File: src/rtl/iack_pkg.sv
package iack_pkg;

    localparam int VEC_W = 8;
    localparam int SEL_W = 3;

    typedef logic [VEC_W-1:0] vec_t;

    typedef enum logic [3:0] {
        ST_IDLE    = 4'd0,
        ST_P_STRB1 = 4'd1,
        ST_P_GAP   = 4'd2,
        ST_P_STRB2 = 4'd3,
        ST_S_LEAD  = 4'd4,
        ST_S_STRB1 = 4'd5,
        ST_S_GAP   = 4'd6,
        ST_S_STRB2 = 4'd7,
        ST_RESP    = 4'd8,
        ST_MISS    = 4'd9
    } ack_state_e;

endpackage

File: src/rtl/iack_addr_match.sv
module iack_addr_match #(
    parameter int          ADDR_W = 16,
    parameter logic [ADDR_W-1:0] MATCH = '0
) (
    input  logic [ADDR_W-1:0] addr,
    output logic              hit
);
    always_comb begin
        hit = (addr == MATCH);
    end
endmodule

File: src/rtl/iack_phase_ctr.sv
module iack_phase_ctr #(
    parameter int PULSE_W = 4,
    parameter int GAP_W   = 2
) (
    input  logic clk,
    input  logic rst_n,
    input  logic restart,
    output logic pulse_last,
    output logic gap_last
);
    localparam int MAX_W = (PULSE_W > GAP_W) ? PULSE_W : GAP_W;
    localparam int CW    = $clog2(MAX_W + 1);

    logic [CW-1:0] cnt_q;

    always_ff @(posedge clk or negedge rst_n) begin
        if (!rst_n) begin
            cnt_q <= '0;
        end else if (restart) begin
            cnt_q <= '0;
        end else begin
            cnt_q <= cnt_q + 1'b1;
        end
    end

    always_comb begin
        pulse_last = (cnt_q == CW'(PULSE_W - 1));
        gap_last   = (cnt_q == CW'(GAP_W - 1));
    end
endmodule

File: src/rtl/iack_vec_latch.sv
module iack_vec_latch
    import iack_pkg::*;
#(
    parameter int CASCADE_IN = 2
) (
    input  logic clk,
    input  logic rst_n,
    input  logic take_pri,
    input  logic take_sec,
    input  vec_t vec_in,
    input  vec_t vec2_in,
    output logic pri_is_casc,
    output vec_t vec_q
);
    always_comb begin
        pri_is_casc = (vec_in[SEL_W-1:0] == SEL_W'(CASCADE_IN));
    end

    always_ff @(posedge clk or negedge rst_n) begin
        if (!rst_n) begin
            vec_q <= '0;
        end else if (take_sec) begin
            vec_q <= vec2_in;
        end else if (take_pri) begin
            vec_q <= vec_in;
        end
    end
endmodule

File: src/rtl/iack_read_bridge.sv
module iack_read_bridge
    import iack_pkg::*;
#(
    parameter int                ADDR_W     = 16,
    parameter logic [ADDR_W-1:0] ACK_ADDR   = 16'h0F00,
    parameter int                PULSE_W    = 4,
    parameter int                GAP_W      = 2,
    parameter int                CASCADE_IN = 2
) (
    input  logic              clk,
    input  logic              rst_n,
    input  logic              rd_req,
    input  logic [ADDR_W-1:0] rd_addr,
    output logic              rd_ready,
    output logic [7:0]        rd_data,
    output logic              ack_n,
    input  logic [7:0]        vec_in,
    output logic              ack2_n,
    input  logic [7:0]        vec2_in
);
    ack_state_e state_q, state_d;
    logic       addr_hit;
    logic       pulse_last, gap_last;
    logic       restart;
    logic       take_pri, take_sec;
    logic       pri_is_casc;
    vec_t       vec_q;

    iack_addr_match #(
        .ADDR_W (ADDR_W),
        .MATCH  (ACK_ADDR)
    ) u_match (
        .addr (rd_addr),
        .hit  (addr_hit)
    );

    iack_phase_ctr #(
        .PULSE_W (PULSE_W),
        .GAP_W   (GAP_W)
    ) u_ctr (
        .clk        (clk),
        .rst_n      (rst_n),
        .restart    (restart),
        .pulse_last (pulse_last),
        .gap_last   (gap_last)
    );

    iack_vec_latch #(
        .CASCADE_IN (CASCADE_IN)
    ) u_latch (
        .clk         (clk),
        .rst_n       (rst_n),
        .take_pri    (take_pri),
        .take_sec    (take_sec),
        .vec_in      (vec_in),
        .vec2_in     (vec2_in),
        .pri_is_casc (pri_is_casc),
        .vec_q       (vec_q)
    );

    // State register
    always_ff @(posedge clk or negedge rst_n) begin
        if (!rst_n) begin
            state_q <= ST_IDLE;
        end else begin
            state_q <= state_d;
        end
    end

    // Next state
    always_comb begin
        state_d = state_q;
        unique case (state_q)
            ST_IDLE: begin
                if (rd_req) begin
                    state_d = addr_hit ? ST_P_STRB1 : ST_MISS;
                end
            end
            ST_P_STRB1: if (pulse_last) state_d = ST_P_GAP;
            ST_P_GAP:   if (gap_last)   state_d = ST_P_STRB2;
            ST_P_STRB2: begin
                if (pulse_last) begin
                    state_d = pri_is_casc ? ST_S_LEAD : ST_RESP;
                end
            end
            ST_S_LEAD:  if (gap_last)   state_d = ST_S_STRB1;
            ST_S_STRB1: if (pulse_last) state_d = ST_S_GAP;
            ST_S_GAP:   if (gap_last)   state_d = ST_S_STRB2;
            ST_S_STRB2: if (pulse_last) state_d = ST_RESP;
            ST_RESP:    state_d = ST_IDLE;
            ST_MISS:    state_d = ST_IDLE;
            default:    state_d = ST_IDLE;
        endcase
    end

    // Outputs and phase control
    always_comb begin
        restart  = (state_d != state_q) || (state_q == ST_IDLE);
        take_pri = (state_q == ST_P_STRB2) && pulse_last;
        take_sec = (state_q == ST_S_STRB2) && pulse_last;
        ack_n    = !((state_q == ST_P_STRB1) || (state_q == ST_P_STRB2));
        ack2_n   = !((state_q == ST_S_STRB1) || (state_q == ST_S_STRB2));
        rd_ready = (state_q == ST_RESP) || (state_q == ST_MISS);
        rd_data  = (state_q == ST_RESP) ? vec_q : 8'h00;
    end
endmodule

File: config.mk
export PLATFORM = sky130hd
export DESIGN_NAME = iack_read_bridge
export DESIGN_NICKNAME = d
export VERILOG_FILES = /design/src/rtl/iack_pkg.sv /design/src/rtl/iack_addr_match.sv /design/src/rtl/iack_phase_ctr.sv /design/src/rtl/iack_vec_latch.sv /design/src/rtl/iack_read_bridge.sv
export SDC_FILE = /design/constraint.sdc
export NUM_CORES = 1
export LEC_CHECK = 0
export ABC_AREA = 1
export BUFFER_PORTS_ARGS = -buffer_cell sky130_fd_sc_hd__buf_2
export CAP_MARGIN = 10
export CELL_PAD_IN_SITES_DETAIL_PLACEMENT = 1
export CELL_PAD_IN_SITES_GLOBAL_PLACEMENT = 2
export CORE_ASPECT_RATIO = 0.75
export CORE_MARGIN = 2
export CORE_UTILIZATION = 25
export DETAILED_ROUTE_END_ITERATION = 10
export PLACE_DENSITY_LB_ADDON = 0.1
export SYNTH_ARGS = -nofsm -noshare
export SYNTH_HDL_FRONTEND = slang
export SYNTH_SLANG_ARGS = --single-unit
File: constraint.sdc
create_clock -name clk -period 2.5 [get_ports clk]
set_input_delay 0.25 -clock clk [delete_from_list [all_inputs] [get_ports clk]]
set_output_delay 0.25 -clock clk [all_outputs]
set_load 0.02 [all_outputs]
==> flow_summary.yaml <==
place:
  port_buffers: 45
  finalWeightedCongestion: 0.789
  place.detailed.hpwl_microns: 2210
yosys:
  synth_top_area_share_pct: 37.9
  synth_nets: 177
  yosysSeqAreaShare_pct: 37.9
  synth_flop_cell: "dfrtp_1"
  synth_seq_cells: 15
  synth-edff-count: 0
  netlist_top_cells_area: "dfrtp_1, nand2_1, nor2_1"
  yosys_warnings: 0
  synth_area_sq_um: 990
  avgSynthCellArea_sq_um: 7.12
  synth_cell_types: 21
  synth-async-reset-ratio_pct: 100
  synth_area_leader_cell: "dfrtp_1"
  netlist_instances: 139
global_route:
  grt_pass1_wl_microns: 4390
  grt_pass1_vias: 976
  gr-total-overflow: 0
  grt_max_degree: 17
  antenna_found_initial: 0
  grt_usage_pct: 12.2
cells_and_area:
  nFillCells: 509
  syn2layout_area_growth_pct: 33.4
  final_util_pct: 35.4
  area.sequential_sq_um: 375
  fin_nets: 226
  drive_gt1_share_pct: 36.9
  num_antenna_cells: 0
  multi_input_area_sq_um: 527
timing:
  slew_headroom_pct: 70.2
  min_period_ns: 1.91
  setup_violations: 0
  worst_pin_slew_ns: 0.447
  setup_tns_ns: 0
  fin_skew_ns: 0.00461
  rsz0062_at_grt: "false"
  timing.final.crit_share_pct: 76.6
  clock.fmax_ghz: 0.522
  hold_viol: 0
  drv_slew: 0
drt:
  drtPass1Iterations: 3
  routed_wl_microns: 2640
  vias: 969
  avgRoutedWirePerCell_microns: 11.1
  drc_errors: 0
  drt_first_iter_violations: 18
  drt.antenna.violating_nets: 0
  vias_per_cell: 4.05
power:
  power_leakage_nw: 0.747
  seqPwrFrac_pct: 39.7
  intPower_w: 0.000567
  p_sw_w: 0.000386
  clockPowerShare_pct: 20.4
  peakVddDrop_uv: 274
  p_sw_share_pct: 40.5
  combPwrFrac_pct: 39.9
  power_density_mw_per_mm2: 722
setup_path:
  crit_required_ns: 2.25
  path_max_fanout: 12
  cp.arrival_ns: 1.66
  crit_path_start_kind: "register"
  cp-end-kind: "primary output"
  critical_path_class: "reg -> out"
clock_network:
  numCtsBuffers: 3
  clock_sinks: 15
  cts.htree.levels: 1
  cts_tree: "built"
  root_buffer: "clkbuf_8"
  postCtsSetupRepairBufs: 0
  clk_path_buf_depth: 2
  clk_pin_slew_worst_paths_ns: 0.06
  clk_latency_ns: 0.25
worst_hold_path:
  hold_path_class: "in -> reg"
die:
  ios: 46
  rows: 19
  start_util_pct: 26.5
  core-area_sq_mm: 0.00373
  die_h_microns: 58.5
  die_w_microns: 76.7
  dieArea_sq_mm: 0.00448
flow_run:
  cap_violations: 0
run_status:
  status: "completed"
==> registers in the layout, summed over array words and instances (netlist names) <==
register       cells
u_ctr.cnt_q        3
state_q            4
u_latch.vec_q      8
==> stage by stage <==
stage               cell area [sq um]  cells  hold WS [ns]  worst slack [ns]  power [W]
floorplan                         990    139       -0.0456             0.770   0.000644
global placement                 1260    234         0.173             0.921   0.000763
detailed placement               1260    234         0.176             0.843   0.000775
CTS                              1320    239         0.285             0.561   0.000978
global route                     1320    239         0.294             0.476    0.00104
finish                           1320    239         0.291             0.585   0.000953
==> kinds of logic after synthesis <==
| logic type | share of synthesized area [%] |
|---|---|
| DFF | 37.9 |
| buffers and inverters | 8.85 |
| adders and majority gates | 3.79 |
| AOI/OAI and AO/OA | 10.6 |
| and+or+nand+nor | 38.8 |
==> cell type report <==
cell class / count / share of cell area [%]
Clock inverter: 1 / 0.379
Multi-Input combinational cell: 103 / 39.9
Inverter: 19 / 5.40
Timing Repair Buffer: 46 / 17.8
Tap cell: 52 / 4.93
Clock buffer: 3 / 3.13
Sequential cell: 15 / 28.4
==> per-layer routing <==
metal / track usage [%] / wire length (microns) / vias up
met2: 20.9 / 1200 / 22
met4: 0.779 / 0 / 0
met3: 4.60 / 159 / 0
met5: 0 / 0 / -
li1: - / - / 515
met1: 15.7 / 1280 / 432
==> worst paths after layout <==
| check | startpoint | to | slack, ns | cells past startpoint |
|---|---|---|---|---|
| min in group asynchronous | rst_n | u_latch.vec_q[4] | 0.43 | 2 |
| max reg2reg | state_q[2] | u_ctr.cnt_q[0] | 0.93 | 9 |
| min | vec2_in[1] | u_latch.vec_q[1] | 0.29 | 3 |
| max | state_q[2] | rd_data[5] | 0.59 | 4 |
| max in group asynchronous | rst_n | u_latch.vec_q[6] | 1.81 | 2 |
| min reg2reg | u_ctr.cnt_q[0] | u_ctr.cnt_q[0] | 0.48 | 1 |
==> synth_stat cells, drive strengths merged (2+ instances only) <==
master   n
a21oi    8
nor2    32
ha       3
buf      2
inv     19
nand3    2
nand2   49
o21ai    3
a211oi   2
dfrtp   15
==> what timing repair did <==
item                      CTS  global route
gates resized for setup     0             0
hold buffers                1             0
hold endpoints to repair   15             0
==> critical path, cell delays in order (launching register included) <==
cell and delay [ns]:
dfrtp_1 0.54, nor3_2 0.25, nand2_1 0.26, nor2_1 0.19
buf_2 0.19
==> power by group through the flow <==
| stage | logic [W] | clock network [W] | registers (W) |
|---|---|---|---|
| 2_1_floorplan | 0.000276 | 0 | 0.000368 |
| 3_3_place_gp | 0.000381 | 0 | 0.000382 |
| 3_5_place_dp | 0.000391 | 0 | 0.000384 |
| 4_1_cts | 0.000394 | 0.000205 | 0.000380 |
| 5_1_grt | 0.000435 | 0.000216 | 0.000392 |
| 6_report | 0.000380 | 0.000194 | 0.000378 |
==> layout by cell type, fill, tap and decap left out, drive strengths merged, types with 2 or more instances in the layout <==
| master | n |
|---|---|
| nand2 | 49 |
| buf | 45 |
| nor2 | 32 |
| inv | 19 |
| dfrtp | 15 |
| a21oi | 8 |
| o21ai | 3 |
| ha | 3 |
| clkbuf | 3 |
| nand3 | 2 |
| a211oi | 2 |
(Power assumes the default switching activity.)
